$ cat src/rtl/erase_pkg.sv
package erase_pkg;

  typedef enum logic [2:0] {
    S_IDLE,
    S_PROG_WR,
    S_PROG_VF,
    S_ERS_PULSE,
    S_ERS_VF,
    S_FAIL
  } eraseState_t;

  // strobes from control to datapath
  typedef struct packed {
    logic addrClr;
    logic addrInc;
    logic retryClr;
    logic retryInc;
    logic pulseClr;
    logic pulseInc;
    logic pwClr;
    logic pwInc;
    logic failSet;
    logic failClr;
  } dpCtl_t;

  // flags from datapath to control
  typedef struct packed {
    logic addrLast;
    logic retryLast;
    logic pulseLimit;
    logic pwLast;
    logic zeroOk;
    logic onesOk;
    logic failFlag;
  } dpFlags_t;

endpackage

$ cat src/rtl/erase_seq_dp.sv
module erase_seq_dp
  import erase_pkg::*;
#(
  parameter int ADDR_W     = 4,
  parameter int MAX_RETRY  = 3,
  parameter int MAX_PULSES = 8,
  parameter int PULSE_CYC  = 4
) (
  input  logic              clk,
  input  logic              rstN,
  input  dpCtl_t            ctl,
  input  logic              busyIn,
  input  logic              rdStrobe,
  input  logic [ADDR_W-1:0] hostAddr,
  input  logic [7:0]        memRdata,
  output dpFlags_t          flags,
  output logic [ADDR_W-1:0] memAddr,
  output logic [7:0]        memWdata,
  output logic [7:0]        dataOut
);

  localparam int RW  = $clog2(MAX_RETRY + 1);
  localparam int PLW = $clog2(MAX_PULSES + 1);
  localparam int PCW = $clog2(PULSE_CYC + 1);

  logic [ADDR_W-1:0] addrCnt;
  logic [RW-1:0]     retryCnt;
  logic [PLW-1:0]    pulseCnt;
  logic [PCW-1:0]    pwCnt;
  logic              failReg;
  logic              toggleReg;

  always_ff @(posedge clk) begin
    if (!rstN) begin
      addrCnt <= '0;
    end else if (ctl.addrClr) begin
      addrCnt <= '0;
    end else if (ctl.addrInc) begin
      addrCnt <= addrCnt + 1'b1;
    end
  end

  always_ff @(posedge clk) begin
    if (!rstN) begin
      retryCnt <= '0;
    end else if (ctl.retryClr) begin
      retryCnt <= '0;
    end else if (ctl.retryInc) begin
      retryCnt <= retryCnt + 1'b1;
    end
  end

  always_ff @(posedge clk) begin
    if (!rstN) begin
      pulseCnt <= '0;
    end else if (ctl.pulseClr) begin
      pulseCnt <= '0;
    end else if (ctl.pulseInc) begin
      pulseCnt <= pulseCnt + 1'b1;
    end
  end

  always_ff @(posedge clk) begin
    if (!rstN) begin
      pwCnt <= '0;
    end else if (ctl.pwClr) begin
      pwCnt <= '0;
    end else if (ctl.pwInc) begin
      pwCnt <= pwCnt + 1'b1;
    end
  end

  always_ff @(posedge clk) begin
    if (!rstN) begin
      failReg <= 1'b0;
    end else if (ctl.failClr) begin
      failReg <= 1'b0;
    end else if (ctl.failSet) begin
      failReg <= 1'b1;
    end
  end

  always_ff @(posedge clk) begin
    if (!rstN) begin
      toggleReg <= 1'b0;
    end else if (rdStrobe && busyIn) begin
      toggleReg <= ~toggleReg;
    end
  end

  always_comb begin
    flags.addrLast   = &addrCnt;
    flags.retryLast  = (retryCnt == RW'(MAX_RETRY - 1));
    flags.pulseLimit = (pulseCnt == PLW'(MAX_PULSES));
    flags.pwLast     = (pwCnt == PCW'(PULSE_CYC - 1));
    flags.zeroOk     = (memRdata == 8'h00);
    flags.onesOk     = (memRdata == 8'hFF);
    flags.failFlag   = failReg;
  end

  assign memAddr  = busyIn ? addrCnt : hostAddr;
  assign memWdata = 8'h00;
  assign dataOut  = busyIn ? {1'b0, toggleReg, failReg, 5'b0_0000} : memRdata;


  toggle_flip_chk: assert property (@(posedge clk) disable iff (!rstN)
    (rdStrobe && busyIn) |=> (!busyIn || (dataOut[6] != $past(dataOut[6]))));


  retry_bound_chk: assert property (@(posedge clk) disable iff (!rstN)
    retryCnt < RW'(MAX_RETRY));


  pulse_bound_chk: assert property (@(posedge clk) disable iff (!rstN)
    pulseCnt <= PLW'(MAX_PULSES));

endmodule

$ cat src/rtl/erase_seq_ctrl.sv
module erase_seq_ctrl
  import erase_pkg::*;
(
  input  logic     clk,
  input  logic     rstN,
  input  logic     startCmd,
  input  logic     abortCmd,
  input  dpFlags_t flags,
  output dpCtl_t   ctl,
  output logic     busy,
  output logic     memWe,
  output logic     erasePulse
);

  eraseState_t state, nextState;

  always_ff @(posedge clk) begin
    if (!rstN) begin
      state <= S_IDLE;
    end else begin
      state <= nextState;
    end
  end

  always_comb begin
    nextState = state;
    ctl       = '0;
    if (state != S_IDLE && abortCmd) begin
      ctl.failClr = 1'b1;
      nextState   = S_IDLE;
    end else begin
      unique case (state)
        S_IDLE: begin
          if (startCmd) begin
            ctl.addrClr  = 1'b1;
            ctl.retryClr = 1'b1;
            ctl.pulseClr = 1'b1;
            ctl.failClr  = 1'b1;
            nextState    = S_PROG_WR;
          end
        end
        S_PROG_WR: nextState = S_PROG_VF;
        S_PROG_VF: begin
          if (flags.zeroOk) begin
            if (flags.addrLast) begin
              ctl.addrClr = 1'b1;
              ctl.pwClr   = 1'b1;
              nextState   = S_ERS_PULSE;
            end else begin
              ctl.addrInc  = 1'b1;
              ctl.retryClr = 1'b1;
              nextState    = S_PROG_WR;
            end
          end else if (flags.retryLast) begin
            ctl.failSet = 1'b1;
            nextState   = S_FAIL;
          end else begin
            ctl.retryInc = 1'b1;
            nextState    = S_PROG_WR;
          end
        end
        S_ERS_PULSE: begin
          ctl.pwInc = 1'b1;
          if (flags.pwLast) begin
            ctl.pulseInc = 1'b1;
            ctl.addrClr  = 1'b1;
            nextState    = S_ERS_VF;
          end
        end
        S_ERS_VF: begin
          if (flags.onesOk) begin
            if (flags.addrLast) begin
              nextState = S_IDLE;
            end else begin
              ctl.addrInc = 1'b1;
            end
          end else if (flags.pulseLimit) begin
            ctl.failSet = 1'b1;
            nextState   = S_FAIL;
          end else begin
            ctl.pwClr = 1'b1;
            nextState = S_ERS_PULSE;
          end
        end
        S_FAIL: nextState = S_FAIL;
        default: nextState = S_IDLE;
      endcase
    end
  end

  assign busy       = (state != S_IDLE);
  assign memWe      = (state == S_PROG_WR);
  assign erasePulse = (state == S_ERS_PULSE);


  abort_stop_chk: assert property (@(posedge clk) disable iff (!rstN)
    (abortCmd && busy) |=> (!busy && !memWe && !erasePulse));


  fail_quiet_chk: assert property (@(posedge clk) disable iff (!rstN)
    flags.failFlag |-> (!memWe && !erasePulse));


  fail_hold_chk: assert property (@(posedge clk) disable iff (!rstN)
    (state == S_FAIL && !abortCmd) |=> (state == S_FAIL));


  pulse_order_chk: assert property (@(posedge clk) disable iff (!rstN)
    $rose(erasePulse) |-> ($past(state) == S_PROG_VF || $past(state) == S_ERS_VF));

endmodule

$ cat src/rtl/chip_erase_engine.sv
module chip_erase_engine
  import erase_pkg::*;
#(
  parameter int ADDR_W     = 4,
  parameter int MAX_RETRY  = 3,
  parameter int MAX_PULSES = 8,
  parameter int PULSE_CYC  = 4
) (
  input  logic              clk,
  input  logic              rstN,
  input  logic              startCmd,
  input  logic              abortCmd,
  input  logic [ADDR_W-1:0] hostAddr,
  input  logic              rdStrobe,
  output logic [7:0]        dataOut,
  output logic              busy,
  output logic [ADDR_W-1:0] memAddr,
  output logic              memWe,
  output logic [7:0]        memWdata,
  input  logic [7:0]        memRdata,
  output logic              erasePulse
);

  dpCtl_t   ctl;
  dpFlags_t flags;

  erase_seq_ctrl u_ctrl (
    .clk        (clk),
    .rstN       (rstN),
    .startCmd   (startCmd),
    .abortCmd   (abortCmd),
    .flags      (flags),
    .ctl        (ctl),
    .busy       (busy),
    .memWe      (memWe),
    .erasePulse (erasePulse)
  );

  erase_seq_dp #(
    .ADDR_W     (ADDR_W),
    .MAX_RETRY  (MAX_RETRY),
    .MAX_PULSES (MAX_PULSES),
    .PULSE_CYC  (PULSE_CYC)
  ) u_dp (
    .clk      (clk),
    .rstN     (rstN),
    .ctl      (ctl),
    .busyIn   (busy),
    .rdStrobe (rdStrobe),
    .hostAddr (hostAddr),
    .memRdata (memRdata),
    .flags    (flags),
    .memAddr  (memAddr),
    .memWdata (memWdata),
    .dataOut  (dataOut)
  );

endmodule

$ cat config.mk
export PLATFORM = sky130hd
export DESIGN_NAME = chip_erase_engine
export DESIGN_NICKNAME = d
export VERILOG_FILES = /design/src/rtl/erase_pkg.sv /design/src/rtl/erase_seq_dp.sv /design/src/rtl/erase_seq_ctrl.sv /design/src/rtl/chip_erase_engine.sv
export SDC_FILE = /design/constraint.sdc
export NUM_CORES = 1
export LEC_CHECK = 0
export ABC_CLOCK_PERIOD_IN_PS = 2100
export BUFFER_PORTS_ARGS = -buffer_cell sky130_fd_sc_hd__buf_2
export CAP_MARGIN = 25
export CORE_MARGIN = 2
export CORE_UTILIZATION = 40
export CTS_BUF_LIST = sky130_fd_sc_hd__clkbuf_4 sky130_fd_sc_hd__clkbuf_8 sky130_fd_sc_hd__clkbuf_16
export CTS_CLUSTER_SIZE = 30
export DETAILED_ROUTE_END_ITERATION = 16
export GPL_ROUTABILITY_DRIVEN = 1
export HOLD_SLACK_MARGIN = 0.1
export PLACE_DENSITY = 0.75
export SYNTH_ARGS = -nofsm -noshare
export SYNTH_HDL_FRONTEND = slang
export SYNTH_SLANG_ARGS = --single-unit
$ cat constraint.sdc
create_clock -name clk -period 2.1 [get_ports clk]
set_clock_uncertainty 0.05 [all_clocks]
set_input_delay 0.21 -clock clk [delete_from_list [all_inputs] [get_ports clk]]
set_output_delay 0.21 -clock clk [all_outputs]
set_load 0.1 [all_outputs]
# Word-level counts from Yosys, hierarchy flattened
# Cells that the tools add are included.
[word_totals] regBits=18 word_cells=76 inputBits=17 out_inout_bits=23
[op_classes] n_reduce_logical=13 addsub=4 n_eq_ne=12 bitwise_logic=2 muxes=38
[op_table] cell="2-to-1 mux 3 bit" count=8
[op_table] cell="2-to-1 mux 1 bit" count=19
[op_table] cell="case mux 3 bit (6 select lines)" count=1
[op_table] cell="OR reduction 2 bit" count=6
[op_table] cell="equality test 3 x 2 -> 1 bit (second input constant)" count=3
[op_table] cell="2-to-1 mux 9 bit" count=1
[op_table] cell="adder 4 x 1 -> 4 bit (second input constant)" count=2
[op_table] cell="equality test 8 bit (second input constant)" count=1
[op_table] cell="zero test 8 bit" count=1
[op_table] cell="2-to-1 mux 8 bit" count=1
[op_table] cell="case mux 1 bit (2 select lines)" count=4
[op_table] cell="equality test 3 bit (second input constant)" count=2
[op_table] cell="equality test 4 bit (second input constant)" count=1
[op_table] cell="2-to-1 mux 2 bit" count=2
[op_table] cell="2-to-1 mux 4 bit" count=1
[op_table] cell="AND reduction 4 bit" count=1
[op_table] cell="adder 3 x 1 -> 3 bit (second input constant)" count=1
[op_table] cell="equality test 3 x 1 -> 1 bit (second input constant)" count=1
[op_table] cell="zero test 3 bit" count=1
[op_table] cell="!= test 3 bit (second input constant)" count=1
[op_table] cell="case mux 1 bit (3 select lines)" count=1
[op_table] cell="AND reduction 3 bit" count=1
[op_table] cell="nonzero test 3 bit" count=1
[op_table] cell="adder 2 x 1 -> 2 bit (second input constant)" count=1
[op_table] cell="other kinds (5)" count=7

# Logic depth before layout (Yosys ltp)
[depth] depth_word=6 mapped_depth=7 depth_no_buf=7

# Modules after synthesis
# Synthesis repeated with hierarchy kept, for this count alone.
[unflattened] cells_unflattened=153 area_unflattened_um2=1291.2
[by_module_without_submodules] module="erase_seq_dp" area_per_inst_um2=904.6 seq_area_each_um2=300.3 n_inst=1 cells_each=98
[by_module_without_submodules] module="erase_seq_ctrl" area_per_inst_um2=386.6 seq_area_each_um2=60.1 n_inst=1 cells_each=55

# Least setup slack after synthesis
# Ideal clock, no wire load.
[synth_timing] kind="reg-to-reg" from="register u_ctrl.state[0]" to="register u_ctrl.state[1]" slack_ps=-1036 setup_ps=75 stages_incl_launch_ff=6 n_path_buf=1 t_arrival_ps=3011 t_required_ps=1975 period_less_slack_ps=3136 path_cell_list="dfxtp_1 > buf_4 > inv_4 > nor3_1 > a21oi_1 > a21oi_1"
[synth_via] elab_chain_cells=3 elab_cells_between_ends=14 cone_classes="eq/ne (8); mux (1); reduce/logical (5)"
[synth_rtl] item="from (decl)" line="erase_seq_ctrl.sv:15" source="eraseState_t state, nextState;"
[synth_rtl] item="from (signal assigned)" line="erase_seq_ctrl.sv:21" source="state <= nextState;"
[synth_rtl] item="equality test 3 x 2 -> 1 bit (*)"
[synth_rtl] item="net erasePulse" line="chip_erase_engine.sv:21" source="output logic erasePulse"
[synth_rtl] item="!= test 2 x 1 -> 1 bit (no source line)"
[synth_rtl] item="AND reduction 3 bit (no source line)"
# The timed path passes the listed nets; every way through them passes the cells marked *.
# A chain may end at the register's enable or synchronous reset.

# Worst setup path in the final report
[layout_timing] from="register u_ctrl.state[0]" to="output memAddr[3]"
[layout_via] elab_chain_cells=2
[layout_rtl] item="nonzero test 3 bit" line="erase_seq_ctrl.sv:91" source="assign busy = (state != S_IDLE);"
[layout_rtl] item="2-to-1 mux 4 bit" line="erase_seq_dp.sv:101" source="assign memAddr = busyIn ? addrCnt : hostAddr;"
[layout_rtl] item="to (decl)" line="chip_erase_engine.sv:17" source="output logic [ADDR_W-1:0] memAddr,"
# Every way passes these cells.

==> flow_summary.toml <==
[status]
status = "complete, no violations"

[timing]
rsz0062_at_grt = "no"
setup_tns_ns = 0
hold_violations = 0
tightest_slew_ns = 0.5857
relSlewSlack_pct = 60.60
setup_violations = 0
slew_violations = 0
max_freq_ghz = 0.5028
layout_setup_ws_ns = 0.1111
fin_crit_sh_pct = 94.71
min_period_ns = 1.989

[floorplanning]
core_area_mm2 = 0.003003
dieArea_mm2 = 0.003595
die_y_um = 59.96
chipWidth_um = 59.96
fp-row-count = 20
start_util_pct = 41.71
ioPinCount = 40

[synth]
synth_top_flop_cell = "dfxtp_1"
synth.top_cell.area_share_pct = 28.77
yosys_register_bits = 18
postSynth.asyncResetShare_pct = 0
synth_cell_types = 47
synthTopCellsByArea = "dfxtp_1, nand2_1, ha_1"
yosysWarnings = 0
syn_avg_cell_area_um2 = 7.927
synth_area_mm2 = 0.001252
synth.largest_area_cell = "dfxtp_1"
synth_edf_count = 0
ys_seq_area_share_pct = 28.77
synthCells = 158

[min_path]
hold_path_class = "input pin to register"
min_to = "u_dp.failReg"
hold_depth = 2
hp-start = "rstN"

[cts]
cts.htree.levels = 1
cts_tree = "done"
clk_pin_slew_ns = 0.11
clock_latency_ns = 0.30
root_buffer = "clkbuf_4"
clockBufferDepth = 2
cts_buffers = 3
post_cts_buffers = 0
clock_sinks = 18

[job]
maxCapViolations = 0

[global_routing]
grt_max_degree = 15
grt.overflow.total = 0
grt_pass1_vias = 1059
antenna_found_initial = 0
grt_pass1_wl_um = 4360
track_usage_pct = 15.83

[drt]
vias = 1206
wirelength_um = 2708
drt-vias-per-instance = 5.336
avgRoutedWirePerCell_um = 11.98
route.detailed.drc = 0
drtIter0Drc = 39
firstDrtPassIters = 4
drtAntennaViolNets = 0

[worst_setup_path]
worstPathMaxFanout = 14
r2r-start = "u_dp.addrCnt[0]"
worstReg2RegEnd = "u_dp.addrCnt[1]"
startpoint_type = "register"
max_stage_delay_ns = 0.44
critPathArrivalTime_ns = 1.73
crit_path_end_kind = "output pin"
worst-path-buf-inv = 3
critPathRequiredTime_ns = 1.84
critPathTopFamily = "buffers and inverters"
reg2regPathDepth = 6
path_class = "register to output pin"
worstPathCellList = "nor3_1, buf_4, inv_2, nand2_1, nand2_1, buf_2"
slowest_stage = "dfxtp_1"
rrSetupSlack_ns = 0.26
crit_top_cell = "nand2_1"

[placement]
pre_cts_slack_ns = 0.1803
dpl.hpwl_um = 2205
place_congestion = 0.8067
port_buffers = 31

[pwr]
ir_drop_mv = 0.2951
p_leak_nw = 0.6774
p_per_area_mw_per_mm2 = 912.7

[layout]
nets = 217
final_common_cell = "nand2_1"
fill_cells = 276
num_antenna_cells = 0
layout_common_cells = "nand2_1, buf_2, dfxtp_1"
final_layout_size_suffix_gt1_share_pct = 29.53
area.growth.synth_to_final_pct = 26.57
## where the power goes
group	switching (mW)	internal, mW	total (mW)
clock network	0.112	0.106	0.217
registers	0.0139	0.355	0.369
logic	0.647	0.214	0.861
total	0.772	0.675	1.45
## routing by layer
layer	GRT usage, %	share of wire, %	routed length (um)
met4	9.841	3.4	91
met1	18.31	44	1197
met5	0	0	0
met2	26.09	46	1250
met3	3.680	6.2	168
## worst max-delay path by stage
| stage | cells after the start | start | slack, ns | endpoint |
|---|---|---|---|---|
| 4_1_cts | 6 | u_ctrl.state[0] | 0.11 | memAddr[2] |
| 6_report | 6 | u_ctrl.state[0] | 0.11 | memAddr[3] |
| 3_5_place_dp | 6 | memRdata[1] | 0.18 | u_dp.addrCnt[1] |
| 3_3_place_gp | 6 | memRdata[1] | 0.30 | u_dp.pwCnt[2] |
| 5_1_grt | 6 | u_ctrl.state[0] | 0.01 | memAddr[3] |
| 2_1_floorplan | 5 | u_ctrl.state[2] | 0.008 | dataOut[5] |
## registers in the layout (all words and copies together), names as in the netlist
signal          count
u_dp.retryCnt       2
u_dp.pulseCnt       4
u_dp.toggleReg      1
u_dp.failReg        1
u_dp.addrCnt        4
u_dp.pwCnt          3
u_ctrl.state        3
## area by class of cell
cell class	count	area (um2)	share of cell area [%]
Sequential cell	18	360.3	22.73
Tap cell	33	41.29	2.605
Inverter	8	35.03	2.210
Multi-Input combinational cell	127	817.0	51.54
Timing Repair Buffer	36	295.3	18.63
Clock buffer	4	36.28	2.289
## synthesized netlist by cell type (all sizes together) (2+ instances only)
master   n
nand4    3
nand2   27
nand3    6
a31oi    2
nor3b    2
nor2    12
ha       6
o21ai    7
a21oi    9
xnor2    6
buf     11
inv      8
nand3b   2
dfxtp   18
and2     8
nor3     3
a211oi   3
mux2i    2
nor4     3
## timing repair
item                                    CTS  global route
resized for setup                         0             5
endpoints found under the setup margin    0             5
hold buffers                              0             0
## per-stage QoR
step	instance area, um2	total power [mW]	std cells	util, %	hold WS [ns]
floorplan	1300	1.044	165	-	0.2817
global placement	1536	1.225	222	51.17	0.4245
detailed placement	1536	1.228	222	51.17	0.4350
CTS	1573	1.444	226	52.38	0.1414
global route	1585	1.507	226	52.79	0.1367
finish	1585	1.447	226	52.79	0.1472
## logic make-up after synthesis
kind of cell / after synthesis / share of synthesized area (%)
multiplexers: 2 / 1.598
adder cells (fa/ha/maj): 6 / 5.994
flip-flops: 18 / 28.77
AO/OA/AOI/OAI: 31 / 16.88
buffers and inverters: 20 / 9.789
AND/OR/NAND/NOR: 73 / 31.77
other: 1 / 0.2994
XOR/XNOR: 7 / 4.895
(Power assumes the default switching activity.)
